### config.mk
export PLATFORM = sky130hd
export DESIGN_NAME = skip_evaluator
export DESIGN_NICKNAME = d
export VERILOG_FILES = /design/src/rtl/skip_pkg.sv /design/src/rtl/skip_decode.sv /design/src/rtl/skip_eval.sv /design/src/rtl/skip_out_stage.sv /design/src/rtl/skip_evaluator.sv
export SDC_FILE = /design/constraint.sdc
export NUM_CORES = 1
export LEC_CHECK = 0
export BUFFER_PORTS_ARGS = -buffer_cell sky130_fd_sc_hd__buf_2
export CORE_MARGIN = 5
export CORE_UTILIZATION = 18
export DETAILED_ROUTE_END_ITERATION = 16
export PLACE_DENSITY = 0.89
export SETUP_SLACK_MARGIN = 0.4
export SYNTH_ARGS = -nofsm -noshare
export SYNTH_HDL_FRONTEND = slang
export SYNTH_SLANG_ARGS = --single-unit
export TNS_END_PERCENT = 1
### constraint.sdc
create_clock -name clk -period 1.77 [get_ports clk]
set_input_delay 0 -clock clk [delete_from_list [all_inputs] [get_ports clk]]
set_output_delay 0 -clock clk [all_outputs]
set_load 0.02 [all_outputs]
### src/rtl/skip_pkg.sv
package skip_pkg;
  localparam int NCOND = 5;
  localparam logic [4:0] SKIP_OPCODE = 5'b11010;

  // condition indices within the condition field
  localparam int C_AC_ZERO = 0;
  localparam int C_AC_POS  = 1;
  localparam int C_AC_NEG  = 2;
  localparam int C_OV_CLR  = 3;
  localparam int C_IO_POS  = 4;

  typedef struct packed {
    logic is_skip;
    logic invert;
    logic [NCOND-1:0] cond;
  } skip_dec_t;
endpackage

### src/rtl/skip_decode.sv
module skip_decode
  import skip_pkg::*;
#(
  parameter int WORD_W = 24,
  parameter int SW_W   = 8
) (
  input  logic [WORD_W-1:0] instr,
  output skip_dec_t         dec,
  output logic [SW_W-1:0]   sw_sel
);
  localparam int OP_HI   = WORD_W - 1;
  localparam int OP_LO   = WORD_W - 5;
  localparam int INV_BIT = WORD_W - 6;
  localparam int COND_LO = SW_W;
  localparam int COND_HI = SW_W + NCOND - 1;

  always_comb begin
    dec.is_skip = (instr[OP_HI:OP_LO] == SKIP_OPCODE);
    dec.invert  = instr[INV_BIT];
    dec.cond    = instr[COND_HI:COND_LO];
    sw_sel      = instr[SW_W-1:0];
  end
endmodule

### src/rtl/skip_eval.sv
module skip_eval
  import skip_pkg::*;
#(
  parameter int WORD_W = 24,
  parameter int SW_W   = 8
) (
  input  skip_dec_t         dec,
  input  logic [SW_W-1:0]   sw_sel,
  input  logic [WORD_W-1:0] acc,
  input  logic [WORD_W-1:0] io_reg,
  input  logic              ovf,
  input  logic [SW_W-1:0]   sense_sw,
  output logic              skip,
  output logic              ovc
);
  localparam int SIGN = WORD_W - 1;

  logic [NCOND-1:0] term;
  logic [NCOND-1:0] hit_vec;
  logic             any_hit;

  always_comb begin
    term            = '0;
    term[C_AC_ZERO] = (acc == '0);
    term[C_AC_POS]  = ~acc[SIGN];
    term[C_AC_NEG]  = acc[SIGN];
    term[C_OV_CLR]  = ~ovf;
    term[C_IO_POS]  = ~io_reg[SIGN];
  end

  genvar g;
  generate
    for (g = 0; g < NCOND; g++) begin : g_term
      assign hit_vec[g] = dec.cond[g] & term[g];
    end
  endgenerate

  assign any_hit = (|hit_vec) | (|(sw_sel & sense_sw));
  assign skip    = dec.is_skip & (any_hit ^ dec.invert);
  assign ovc     = dec.is_skip & dec.cond[C_OV_CLR];
endmodule

### src/rtl/skip_out_stage.sv
module skip_out_stage (
  input  logic clk,
  input  logic rst_n,
  input  logic in_valid,
  output logic in_ready,
  input  logic skip_d,
  input  logic ovc_d,
  output logic res_valid,
  input  logic res_ready,
  output logic res_skip,
  output logic ovf_clear
);
  logic ovc_q;
  logic accept;

  assign in_ready = ~res_valid | res_ready;
  assign accept   = in_valid & in_ready;

  always_ff @(posedge clk) begin
    if (!rst_n) begin
      res_valid <= 1'b0;
      res_skip  <= 1'b0;
      ovc_q     <= 1'b0;
    end else begin
      if (accept) begin
        res_valid <= 1'b1;
        res_skip  <= skip_d;
        ovc_q     <= ovc_d;
      end else if (res_ready) begin
        res_valid <= 1'b0;
      end
    end
  end

  assign ovf_clear = res_valid & res_ready & ovc_q;


  held_result_chk: assert property (@(posedge clk) disable iff (!rst_n)
    (res_valid && !res_ready) |=> (res_valid && $stable(res_skip)));


  accept_to_valid_chk: assert property (@(posedge clk) disable iff (!rst_n)
    (in_valid && in_ready) |=> res_valid);


  ovc_only_on_drain_chk: assert property (@(posedge clk) disable iff (!rst_n)
    ovf_clear |-> (res_valid && res_ready));


  stall_blocks_input_chk: assert property (@(posedge clk) disable iff (!rst_n)
    (res_valid && !res_ready) |-> !in_ready);
endmodule

### src/rtl/skip_evaluator.sv
module skip_evaluator
  import skip_pkg::*;
#(
  parameter int WORD_W = 24,
  parameter int SW_W   = 8
) (
  input  logic              clk,
  input  logic              rst_n,
  input  logic              in_valid,
  output logic              in_ready,
  input  logic [WORD_W-1:0] instr,
  input  logic [WORD_W-1:0] acc,
  input  logic [WORD_W-1:0] io_reg,
  input  logic              ovf,
  input  logic [SW_W-1:0]   sense_sw,
  output logic              res_valid,
  input  logic              res_ready,
  output logic              res_skip,
  output logic              ovf_clear
);
  skip_dec_t       dec;
  logic [SW_W-1:0] sw_sel;
  logic            skip_d;
  logic            ovc_d;

  skip_decode #(.WORD_W(WORD_W), .SW_W(SW_W)) u_dec (
    .instr (instr),
    .dec   (dec),
    .sw_sel(sw_sel)
  );

  skip_eval #(.WORD_W(WORD_W), .SW_W(SW_W)) u_eval (
    .dec     (dec),
    .sw_sel  (sw_sel),
    .acc     (acc),
    .io_reg  (io_reg),
    .ovf     (ovf),
    .sense_sw(sense_sw),
    .skip    (skip_d),
    .ovc     (ovc_d)
  );

  skip_out_stage u_out (
    .clk      (clk),
    .rst_n    (rst_n),
    .in_valid (in_valid),
    .in_ready (in_ready),
    .skip_d   (skip_d),
    .ovc_d    (ovc_d),
    .res_valid(res_valid),
    .res_ready(res_ready),
    .res_skip (res_skip),
    .ovf_clear(ovf_clear)
  );


  non_skip_word_chk: assert property (@(posedge clk) disable iff (!rst_n)
    (!dec.is_skip) |-> (!skip_d && !ovc_d));


  empty_select_chk: assert property (@(posedge clk) disable iff (!rst_n)
    (dec.is_skip && dec.cond == '0 && sw_sel == '0) |-> (skip_d == dec.invert));
endmodule

==> flow_summary.toml <==
[status]
status = "complete, no violations"

[worst_hold_path]
hold_end = "u_out.ovc_q"
hold_path_class = "in2reg"
min_delay_path_depth = 2
min-delay-start = "rst_n"

[setup_path]
timing.rr.start = "u_out.res_valid"
critPathArrivalTime_ns = 1.29
path_max_fanout = 2
required_ns = 1.90
timing.rr.end = "u_out.ovc_q"
r2r.worst_path.cells = 4
start_kind = "primary input"
endpoint_kind = "flop"
crit_type = "in2reg"
cp-startpoint = "instr[2]"
reg2reg_slack_ns = 0.71

[placed_design]
gp_congestion = 0.667
placed_cell_area_um2 = 613
place_ws_ns = 0.351
io_buffer_count = 60
hpwl_um = 1220

[detailed_routing]
viasPerCell = 4.38
routedWlPerCell_um = 10.9
first_pass_iters = 2
wl_um = 1310
drc = 0
vias = 525
drtAntennaViolNets = 0
drtIter0Drc = 1

[flow_run]
maxCapViolCount = 0

[pwr]
p_int_mw = 0.213
p_sw_mw = 0.0719
irDropWorstVdd_uv = 201
cellLeakagePower_nw = 0.358
pwr-share-seq_pct = 24.8
p_clk_share_pct = 42.8
switching_share_pct = 25.2
pwr_density_cell_nw_per_um2 = 446
p_comb_share_pct = 32.4

[yosys]
ys_top_cells_by_area = "dfxtp_1, nor4_1, a22oi_1"
yosysMostFrequentCell = "nand2_1"
ys_seq_area_share_pct = 20.5
synth_xor_area_share_pct = 0
yosysWarnings = 0
synth_ff_type = "dfxtp_1"
ys_top_cells_by_count = "nand2_1, nor4_1"
synth_edf_count = 0
synth_fp_nets = 125
yosys.area_share.simple_pct = 45.3
yosys.area_share.adder_pct = 0
ys_types = 20
synth_compound_area_share_pct = 26.9
synth_largest_area_cell = "dfxtp_1"
muxShareOfSynthArea_pct = 3.42
synth_top_family_by_area = "simple AND/OR/NAND/NOR gates"
ys_ff_latch = 3
yosys.area.top_type_share_pct = 20.5
syn_inst = 40
synthesis.area_um2 = 293
avgSynthCellArea_um2 = 7.32
async_flop_share_pct = 0

[clock_network]
clk_pin_slew_ns = 0.04
cts_buffer_depth = 2
clock_latency_ns = 0.24
cts_made_buffers = 3
post_cts_resized = 0
post_cts.repair.setup_buffers = 0
cts_sinks = 3
cts_tree = "done"
cts-hold-fix-buffers = 0
cts-root-buf = "clkbuf_4"
htree_levels = 1

[sta]
fin_crit_ns = 1.17
worst_pin_slew_ns = 0.256
tns_ns = 0
timing.final.crit_share_pct = 65.9
setup_viol = 0
max_freq_mhz = 857
hold_violations = 0
skew_ns = 0.00204
setup_slack_ns = 0.604
maxSlewHeadroom_pct = 82.8
rsz0062_at_grt = "false"
slew_viol_final = 0

[grt]
grt_usage_pct = 10.4
overflow = 0
grt_pass1_wl_um = 2050
antenna_found_initial = 0
grt_max_degree = 5
grt_pass1_vias = 511

[final_layout]
diodes = 0
fill_cells = 165
fin_util_pct = 42.0
synthToLayoutAreaGrowth_pct = 118
drive_above_1_share_pct = 62.5
nNetsFinal = 190
post-route-cell-area_um2 = 639

[floorplan]
dieArea_um2 = 2530
fp.dieW_um = 50.3
io_pins = 89
core_area_um2 = 1520
fp-row-count = 14
start_util_pct = 19.2
dieHeight_um = 50.3
## critical path: stages
cell	delay, ns
buf_2	0.10
a22oi_2	0.18
o221ai_2	0.10
or3_1	0.36
or3_1	0.35
a31o_1	0.20
## cells by family after synthesis
logic type	Yosys count
compound gates	9
flops	3
buf+inv	3
mux	1
simple gates	24
## power by group through the flow
stage / registers [mW] / logic [mW] / clock network (mW)
2_1_floorplan: 0.0737 / 0.0238 / 0
3_3_place_gp: 0.0715 / 0.0894 / 0
3_5_place_dp: 0.0718 / 0.0929 / 0
4_1_cts: 0.0707 / 0.0932 / 0.126
5_1_grt: 0.0707 / 0.103 / 0.141
6_report: 0.0707 / 0.0922 / 0.122
## metal layers
layer	share of wire, %	vias up	wire (µm)	GRT usage (%)
met5	0	-	0	0
met4	0.69	0	9	5.11
met3	11	2	149	4.44
met2	57	29	739	19.7
met1	31	211	407	9.33
li1	-	283	-	-
## per-stage QoR
step,hold WS [ns],total power [mW],cells
2_1_floorplan,0.139,0.0975,40
3_3_place_gp,0.267,0.161,116
3_5_place_dp,0.290,0.165,116
5_1_grt,0.0355,0.315,120
4_1_cts,0.0453,0.290,120
6_report,0.0467,0.285,120
## state kept, by name, indices dropped and copies added (netlist names)
signal,count
u_out.res_valid,1
u_out.res_skip,1
u_out.ovc_q,1
## area by class of cell
class,count,area [µm²],area share [%]
Multi-Input combinational cell,34,221,34.6
Sequential cell,3,60.1,9.39
Inverter,3,11.3,1.76
Clock buffer,4,26.3,4.11
Tap cell,16,20.0,3.13
Timing Repair Buffer,60,300,47.0
## worst max-delay path by stage
stage / slack [ns] / end / cells past startpoint
final: 0.60 / u_out.res_skip / 6
after CTS: 0.60 / u_out.res_skip / 6
after detailed placement: 0.35 / u_out.res_skip / 6
after global placement: 0.36 / u_out.res_skip / 6
after floorplan: 0.51 / u_out.res_skip / 5
after global routing: 0.57 / u_out.res_skip / 6
## placed cells by master, fill, tap and decap left out
cell type | Yosys | routed
a21boi_0 | 2 | 2
a22oi_1 | 3 | 3
a22oi_2 | 1 | 1
a31o_1 | 1 | 1
and3_1 | 2 | 2
buf_2 | 0 | 60
clkbuf_1 | 0 | 1
clkbuf_4 | 0 | 3
dfxtp_1 | 3 | 3
inv_1 | 3 | 3
mux2i_1 | 1 | 1
nand2_1 | 5 | 5
nand2b_1 | 1 | 1
nand3_1 | 2 | 2
nand4_1 | 1 | 1
nor2_1 | 3 | 3
nor3_1 | 1 | 1
nor4_1 | 4 | 4
nor4b_1 | 1 | 1
nor4bb_1 | 1 | 1
o21ai_0 | 1 | 1
o221ai_2 | 1 | 1
or3_1 | 3 | 3
No activity file was read; power rests on OpenSTA's default activity.
